[src/rtl/fsg_pkg.sv]
package fsg_pkg;

  typedef enum logic [2:0] {
    RK_ARRAY,
    RK_LOCKED,
    RK_PSEUDO,
    RK_ACTIVE,
    RK_FROZEN,
    RK_FINAL
  } rkind_t;

  // Write pulses the command sequence must deliver before status opens.
  function automatic int needed_pulses(input logic is_erase, input int prog_n, input int erase_n);
    return is_erase ? erase_n : prog_n;
  endfunction

  // Length of protected-target pseudo-activity in clock cycles.
  function automatic int pseudo_cycles(input logic is_erase, input int cyc_per_us,
                                       input int prog_us, input int erase_us);
    return cyc_per_us * (is_erase ? erase_us : prog_us);
  endfunction

  // Polling bit shown while an algorithm is still running.
  function automatic logic poll_bit(input logic is_erase, input logic data_msb);
    return is_erase ? 1'b0 : ~data_msb;
  endfunction

  function automatic logic [7:0] status_word(input logic b7, input logic b6, input logic b5);
    return {b7, b6, b5, 5'b00000};
  endfunction

endpackage

[src/rtl/fsg_wcount.sv]
module fsg_wcount #(
  parameter int MAXV = 6,
  localparam int CW = $clog2(MAXV + 1)
) (
  input  logic          clk,
  input  logic          rst_n,
  input  logic          we_n,
  input  logic          clr,
  output logic [CW-1:0] count
);

  logic we_prev;
  logic pulse_end;

  assign pulse_end = we_n && !we_prev;

  always_ff @(posedge clk or negedge rst_n) begin
    if (!rst_n) begin
      we_prev <= 1'b1;
      count   <= '0;
    end else begin
      we_prev <= we_n;
      if (clr)
        count <= '0;
      else if (pulse_end && count != CW'(MAXV))
        count <= count + CW'(1);
    end
  end

  a_r2_bounded: assert property (@(posedge clk) disable iff (!rst_n)
    count <= CW'(MAXV));

  a_r2_step: assert property (@(posedge clk) disable iff (!rst_n)
    (!clr && pulse_end && count < CW'(MAXV)) |=> count == $past(count) + CW'(1));

  a_r11_cleared: assert property (@(posedge clk) disable iff (!rst_n)
    clr |=> count == '0);

endmodule

[src/rtl/fsg_ptimer.sv]
module fsg_ptimer #(
  parameter int CYC_PER_US = 50,
  parameter int PROG_US    = 1,
  parameter int ERASE_US   = 400,
  localparam int PN        = CYC_PER_US * PROG_US,
  localparam int EN        = CYC_PER_US * ERASE_US,
  localparam int LONGEST   = (EN > PN) ? EN : PN,
  localparam int TW        = $clog2(LONGEST + 1)
) (
  input  logic clk,
  input  logic rst_n,
  input  logic start,
  input  logic start_erase,
  output logic active,
  output logic expire,
  output logic kind_erase
);
  import fsg_pkg::*;

  logic [TW-1:0] left;

  always_ff @(posedge clk or negedge rst_n) begin
    if (!rst_n) begin
      left       <= '0;
      kind_erase <= 1'b0;
    end else if (start) begin
      left       <= TW'(pseudo_cycles(start_erase, CYC_PER_US, PROG_US, ERASE_US));
      kind_erase <= start_erase;
    end else if (left != '0) begin
      left <= left - TW'(1);
    end
  end

  assign active = (left != '0);
  assign expire = (left == TW'(1));

  a_r5_loaded: assert property (@(posedge clk) disable iff (!rst_n)
    start |=> active);

  a_r5_countdown: assert property (@(posedge clk) disable iff (!rst_n)
    (active && !start) |=> left == $past(left) - TW'(1));

  a_r6_ends: assert property (@(posedge clk) disable iff (!rst_n)
    (expire && !start) |=> !active);

endmodule

[src/rtl/flash_status_gen.sv]
module flash_status_gen #(
  parameter int CYC_PER_US   = 50,
  parameter int PROG_US      = 1,
  parameter int ERASE_US     = 400,
  parameter int PROG_WRITES  = 4,
  parameter int ERASE_WRITES = 6
) (
  input  logic       clk,
  input  logic       rst_n,
  input  logic       ce_n,
  input  logic       oe_n,
  input  logic       we_n,
  input  logic       eng_busy,
  input  logic       eng_erase,
  input  logic       eng_susp,
  input  logic       eng_done,
  input  logic       eng_prot,
  input  logic       eng_limit,
  input  logic       prog_msb,
  input  logic [7:0] array_data,
  output logic [7:0] dq_out,
  output logic       dq_oe
);
  import fsg_pkg::*;

  localparam int WMAX = (ERASE_WRITES > PROG_WRITES) ? ERASE_WRITES : PROG_WRITES;
  localparam int CW   = $clog2(WMAX + 1);

  logic          rd_act, rd_prev, rd_start;
  logic [CW-1:0] wcnt;
  logic          pz_active, pz_expire, pz_erase;
  logic          tog, fin, lock, lk_erase;
  logic [7:0]    dq_q;
  logic          gate_open;
  rkind_t        kind;
  logic [7:0]    next_byte;
  logic          flips;

  assign rd_act   = !ce_n && !oe_n;
  assign rd_start = rd_act && !rd_prev;
  assign dq_oe    = rd_act;
  assign dq_out   = dq_q;

  fsg_wcount #(.MAXV(WMAX)) u_wcount (
    .clk   (clk),
    .rst_n (rst_n),
    .we_n  (we_n),
    .clr   (eng_done || pz_expire),
    .count (wcnt)
  );

  fsg_ptimer #(.CYC_PER_US(CYC_PER_US), .PROG_US(PROG_US), .ERASE_US(ERASE_US)) u_ptimer (
    .clk         (clk),
    .rst_n       (rst_n),
    .start       (eng_prot),
    .start_erase (eng_erase),
    .active      (pz_active),
    .expire      (pz_expire),
    .kind_erase  (pz_erase)
  );

  assign gate_open = eng_busy &&
                     (int'(wcnt) >= needed_pulses(eng_erase, PROG_WRITES, ERASE_WRITES));

  always_comb begin
    if (lock)                                kind = RK_LOCKED;
    else if (pz_active)                      kind = RK_PSEUDO;
    else if (gate_open && eng_susp && eng_erase) kind = RK_FROZEN;
    else if (gate_open)                      kind = RK_ACTIVE;
    else if (fin)                            kind = RK_FINAL;
    else                                     kind = RK_ARRAY;
  end

  always_comb begin
    next_byte = array_data;
    flips     = 1'b1;
    case (kind)
      RK_LOCKED: next_byte = status_word(poll_bit(lk_erase, prog_msb), ~tog, 1'b1);
      RK_PSEUDO: next_byte = status_word(poll_bit(pz_erase, prog_msb), ~tog, 1'b0);
      RK_ACTIVE: next_byte = status_word(poll_bit(eng_erase, prog_msb), ~tog, 1'b0);
      RK_FROZEN: begin
        next_byte = status_word(1'b1, tog, 1'b0);
        flips     = 1'b0;
      end
      RK_FINAL:  next_byte = status_word(array_data[7], ~tog, 1'b0);
      default:   flips = 1'b0;
    endcase
  end

  always_ff @(posedge clk or negedge rst_n) begin
    if (!rst_n) begin
      rd_prev  <= 1'b0;
      tog      <= 1'b0;
      fin      <= 1'b0;
      lock     <= 1'b0;
      lk_erase <= 1'b0;
      dq_q     <= '0;
    end else begin
      rd_prev <= rd_act;
      if (rd_start) begin
        dq_q <= next_byte;
        if (flips) tog <= ~tog;
      end
      if (eng_done)
        fin <= 1'b1;
      else if (rd_start && kind == RK_FINAL)
        fin <= 1'b0;
      if (eng_limit && !lock) begin
        lock     <= 1'b1;
        lk_erase <= eng_erase;
      end
    end
  end

  a_r1_hold: assert property (@(posedge clk) disable iff (!rst_n)
    !rd_start |=> $stable(dq_out));

  a_r1_array: assert property (@(posedge clk) disable iff (!rst_n)
    (rd_start && kind == RK_ARRAY) |=> dq_out == $past(array_data));

  a_r3_flip: assert property (@(posedge clk) disable iff (!rst_n)
    (rd_start && (kind == RK_ACTIVE || kind == RK_PSEUDO || kind == RK_LOCKED))
      |=> tog != $past(tog));

  a_r7_frozen: assert property (@(posedge clk) disable iff (!rst_n)
    (rd_start && kind == RK_FROZEN) |=> $stable(tog) && dq_out[7] && !dq_out[5]);

  a_r8_dq5: assert property (@(posedge clk) disable iff (!rst_n)
    (rd_start && lock) |=> dq_out[5]);

  a_r8_sticky: assert property (@(posedge clk) disable iff (!rst_n)
    lock |=> lock);

  a_r9_first: assert property (@(posedge clk) disable iff (!rst_n)
    (rd_start && kind == RK_FINAL)
      |=> dq_out[7] == $past(array_data[7]) && dq_out[5:0] == 6'd0);

endmodule

[config.mk]
export PLATFORM = sky130hd
export DESIGN_NAME = flash_status_gen
export DESIGN_NICKNAME = d
export VERILOG_FILES = /design/src/rtl/fsg_pkg.sv /design/src/rtl/fsg_wcount.sv /design/src/rtl/fsg_ptimer.sv /design/src/rtl/flash_status_gen.sv
export SDC_FILE = /design/constraint.sdc
export NUM_CORES = 1
export LEC_CHECK = 0
export BUFFER_PORTS_ARGS = -buffer_cell sky130_fd_sc_hd__buf_2
export CAP_MARGIN = 5
export CORE_AREA = 3 3 89 91
export CTS_CLUSTER_SIZE = 20
export DETAILED_ROUTE_END_ITERATION = 16
export DIE_AREA = 0 0 92 94
export HOLD_SLACK_MARGIN = 0.1
export PLACE_DENSITY = 0.39
export SLEW_MARGIN = 0
export SYNTH_ARGS = -nofsm -noshare
export SYNTH_HDL_FRONTEND = slang
export SYNTH_HIERARCHICAL = 1
export SYNTH_SLANG_ARGS = --single-unit
export TNS_END_PERCENT = 20
[constraint.sdc]
create_clock -name clk -period 3.2 [get_ports clk]
set_clock_uncertainty 0.1 [all_clocks]
set_input_delay 0.16 -clock clk [delete_from_list [all_inputs] [get_ports clk]]
set_output_delay 0.16 -clock clk [all_outputs]
set_load 0.1 [all_outputs]
==> results_dict.tcl <==
set metrics [dict create \
    status "finished, final reports clean" \
    die_area_sq_um 8650 \
    startpoint_type "flip-flop" \
    io_pins 29 \
    grt_pass1_wl_um 7410 \
    p_comb_share_pct 21.7 \
    syn-num-nets 208 \
    rows 31 \
    drt-initial-drc-count 56 \
    yosys.area.top_type "dfrtp_1" \
    grt_pass1_vias 1498 \
    cp_common_cell "inv_1" \
    pwr-share-seq_pct 47.5 \
    ys_warn_count 6 \
    internal_power_uw 693 \
    grt_setup_unrepaired "false" \
    swShare_pct 32.0 \
    cts_tree "yes" \
    slew_violations 0 \
    placed_area_sq_um 2040 \
    clock_sinks 33 \
    wl_per_cell_um 13.2 \
    tns_ns 0 \
    slowest_stage "nor4b_1" \
    wirelength_um 4320 \
    power_frac_clock_pct 30.8 \
    r2r_slack_ns 0.53 \
    maxCapViolations 0 \
    place_congestion 0.788 \
    nets 254 \
    power.density_nw_per_um2 453 \
    power_switching_uw 326 \
    drive_above_1_share_pct 21.4 \
    fill_cells 778 \
    ir_drop_uv 148 \
    drtAntennaViolNets 0 \
    die_y_um 94 \
    cts_setup_buffers 0 \
    syn_area_sq_um 1780 \
    grtUsageTotal_pct 10.9 \
    async_flop_share_pct 100 \
    setup_violations 0 \
    grt_max_degree 34 \
    netlist.area_leader.share_pct 45.1 \
    drtPass1Iterations 4 \
    cts_buffers 5 \
    ys_seq_area_share_pct 46.5 \
    hpwl_um 3140 \
    regMostFlops "u_ptimer/left" \
    critPathKind "flip-flop to flip-flop" \
    synth.avg_cell_area_sq_um 9.71 \
    crit_fanout 7 \
    post-route-drc-count 0 \
    area_growth_pct 26.6 \
    grt-ovfl-total 0 \
    hp-class "primary input to flip-flop" \
    insertion_delay_ns 0.28 \
    synth_area_leaders "dfrtp_1 (45%), ha_1 (3.5%), a21oi_1 (3.4%)" \
    htreeDepth 2 \
    cp.required_ns 3.32 \
    port_buffers 28 \
    fmax_mhz 375 \
    slowest_delay_ns 0.43 \
    worst_slew_pin_slew_ns 0.783 \
    post-route-period-util_pct 83.4 \
    via_per_inst 4.54 \
    layout_min_cycle_time_ns 2.67 \
    ys_ff_latch 33 \
    synth_edf_count 0 \
    crit_chain "inv_1 -> ha_1 -> nor4b_1 -> and4_1 -> inv_1 -> nor2_1 -> nand2_1 -> nor3_2 -> a22o_1" \
    cts.clk_slew.worst_paths_ns 0.07 \
    core_area_sq_um 7210 \
    finish.instance_area_sq_um 2250 \
    largest_reg_flops 15 \
    p_leak_uw 0.000968 \
    synthFlopType "dfrtp_1" \
    start_util_pct 24.6 \
    finalHoldViolations 0 \
    num_vias 1490 \
    endpoint_kind "flip-flop" \
    max_slew_margin_pct 47.8 \
    die_w_um 92 \
    critPathArrivalTime_ns 2.79 \
    antenna_found_initial 0 \
    clockBufferDepth 2 \
    synth_cells 183 \
    insertedDiodeCount 0 \
    synth.distinct_cells 46 \
    root_buffer "clkbuf_8" \
]
[power groups by stage]
stage | logic (uW) | registers [uW] | clock network, uW
final | 221 | 485 | 314
after global routing | 243 | 491 | 355
after CTS | 224 | 485 | 337
after detailed placement | 211 | 493 | 0
after global placement | 215 | 493 | 0
after floorplan | 90.4 | 549 | 0
[worst max-delay path: cells and delay by family (launching register included)]
| family | cells | cell delay, ns |
|---|---|---|
| AND/OR/NAND/NOR | 5 | 1.42 |
| flip-flops | 1 | 0.42 |
| buffers and inverters | 2 | 0.26 |
| adder cells (fa/ha/maj) | 1 | 0.22 |
| AO/OA/AOI/OAI | 1 | 0.19 |
[per-layer routing]
layer,vias to the layer above,global-route usage [%],part of all wire (%)
li1,764,-,-
met3,7,3.04,4.0
met5,-,0,0
met4,0,3.71,1.4
met2,28,18.1,48
met1,691,13.5,47
[final timing paths]
path / cells after the start / start / end
max in group asynchronous: 2 / rst_n / u_ptimer/left[0]
setup / recovery: 9 / u_ptimer/left[0] / dq_out[1]
setup reg to reg: 9 / u_ptimer/left[0] / dq_out[1]
hold reg to reg: 2 / dq_out[5] / dq_out[5]
min in group asynchronous: 2 / rst_n / dq_out[2]
hold / removal: 3 / array_data[7] / dq_out[7]
[logic make-up after synthesis]
group	share of synthesized area, %
adder cells (fa/ha/maj)	3.52
flip-flops	46.5
XOR/XNOR	0.986
AND/OR/NAND/NOR	24.7
multiplexers	4.37
buffers and inverters	2.82
AO/OA/AOI/OAI	17.0
[Yosys cell counts, types with 2 or more instances]
library cell,number
a31oi_1,4
nor4_1,4
a22o_1,5
mux2_1,2
nor3_1,7
a2111oi_0,2
dfrtp_1,32
nand2_1,13
a21oi_1,12
nand3b_1,2
nor2_1,16
or4b_1,2
nand2b_1,6
nand3_1,3
and4_1,2
o31ai_1,4
o21ai_0,5
nor3_2,2
or3_1,6
clkbuf_1,2
o41ai_1,2
or4_1,3
a211oi_1,2
o211ai_1,2
or2_2,3
ha_1,5
mux2_2,4
nor2b_1,4
inv_1,10
[cell type report]
class | instances | area, sq um | share of cell area (%)
inverters | 10 | 37.5 | 1.67
repair buffers | 42 | 275 | 12.2
clock buffers | 7 | 86.3 | 3.84
multi-input cells | 137 | 900 | 40.0
well taps | 99 | 124 | 5.51
flip-flops and latches | 33 | 827 | 36.8
[stage by stage]
stage	utilization (%)	std cells	hold WS [ns]	worst slack [ns]	power, uW
2_1_floorplan	-	183	-0.236	0.735	639
3_3_place_gp	28.3	309	0.188	0.640	708
3_5_place_dp	28.3	309	0.187	0.538	704
4_1_cts	31.2	328	0.101	0.513	1050
5_1_grt	31.2	328	0.116	0.150	1090
6_report	31.2	328	0.101	0.531	1020
[cell usage in the layout, fill, tap and decap left out, types with 2 or more instances in the layout]
cell type	n
or4_1	3
ha_1	5
nand2_1	13
nand3_1	3
a21oi_1	12
buf_2	28
dfrtp_1	32
a211oi_1	2
o211ai_1	2
nor2_1	16
a22o_1	5
a31oi_1	4
or2_2	3
o41ai_1	2
nand3b_1	2
or3_1	6
nor4_1	4
nor3_2	2
mux2_1	2
o21ai_0	5
a2111oi_0	2
and4_1	2
clkbuf_8	6
inv_1	10
dlygate4sd3_1	12
mux2_2	4
o31ai_1	4
nand2b_1	6
buf_4	2
nor3_1	7
or4b_1	2
nor2b_1	4
[repair_timing]
action | 4_1_cts | 5_1_grt
setup endpoints to repair | 0 | 0
resized for setup | 0 | 0
hold buffers | 12 | 0
endpoints found under the hold margin | 43 | 0
(Power assumes the default switching activity.)
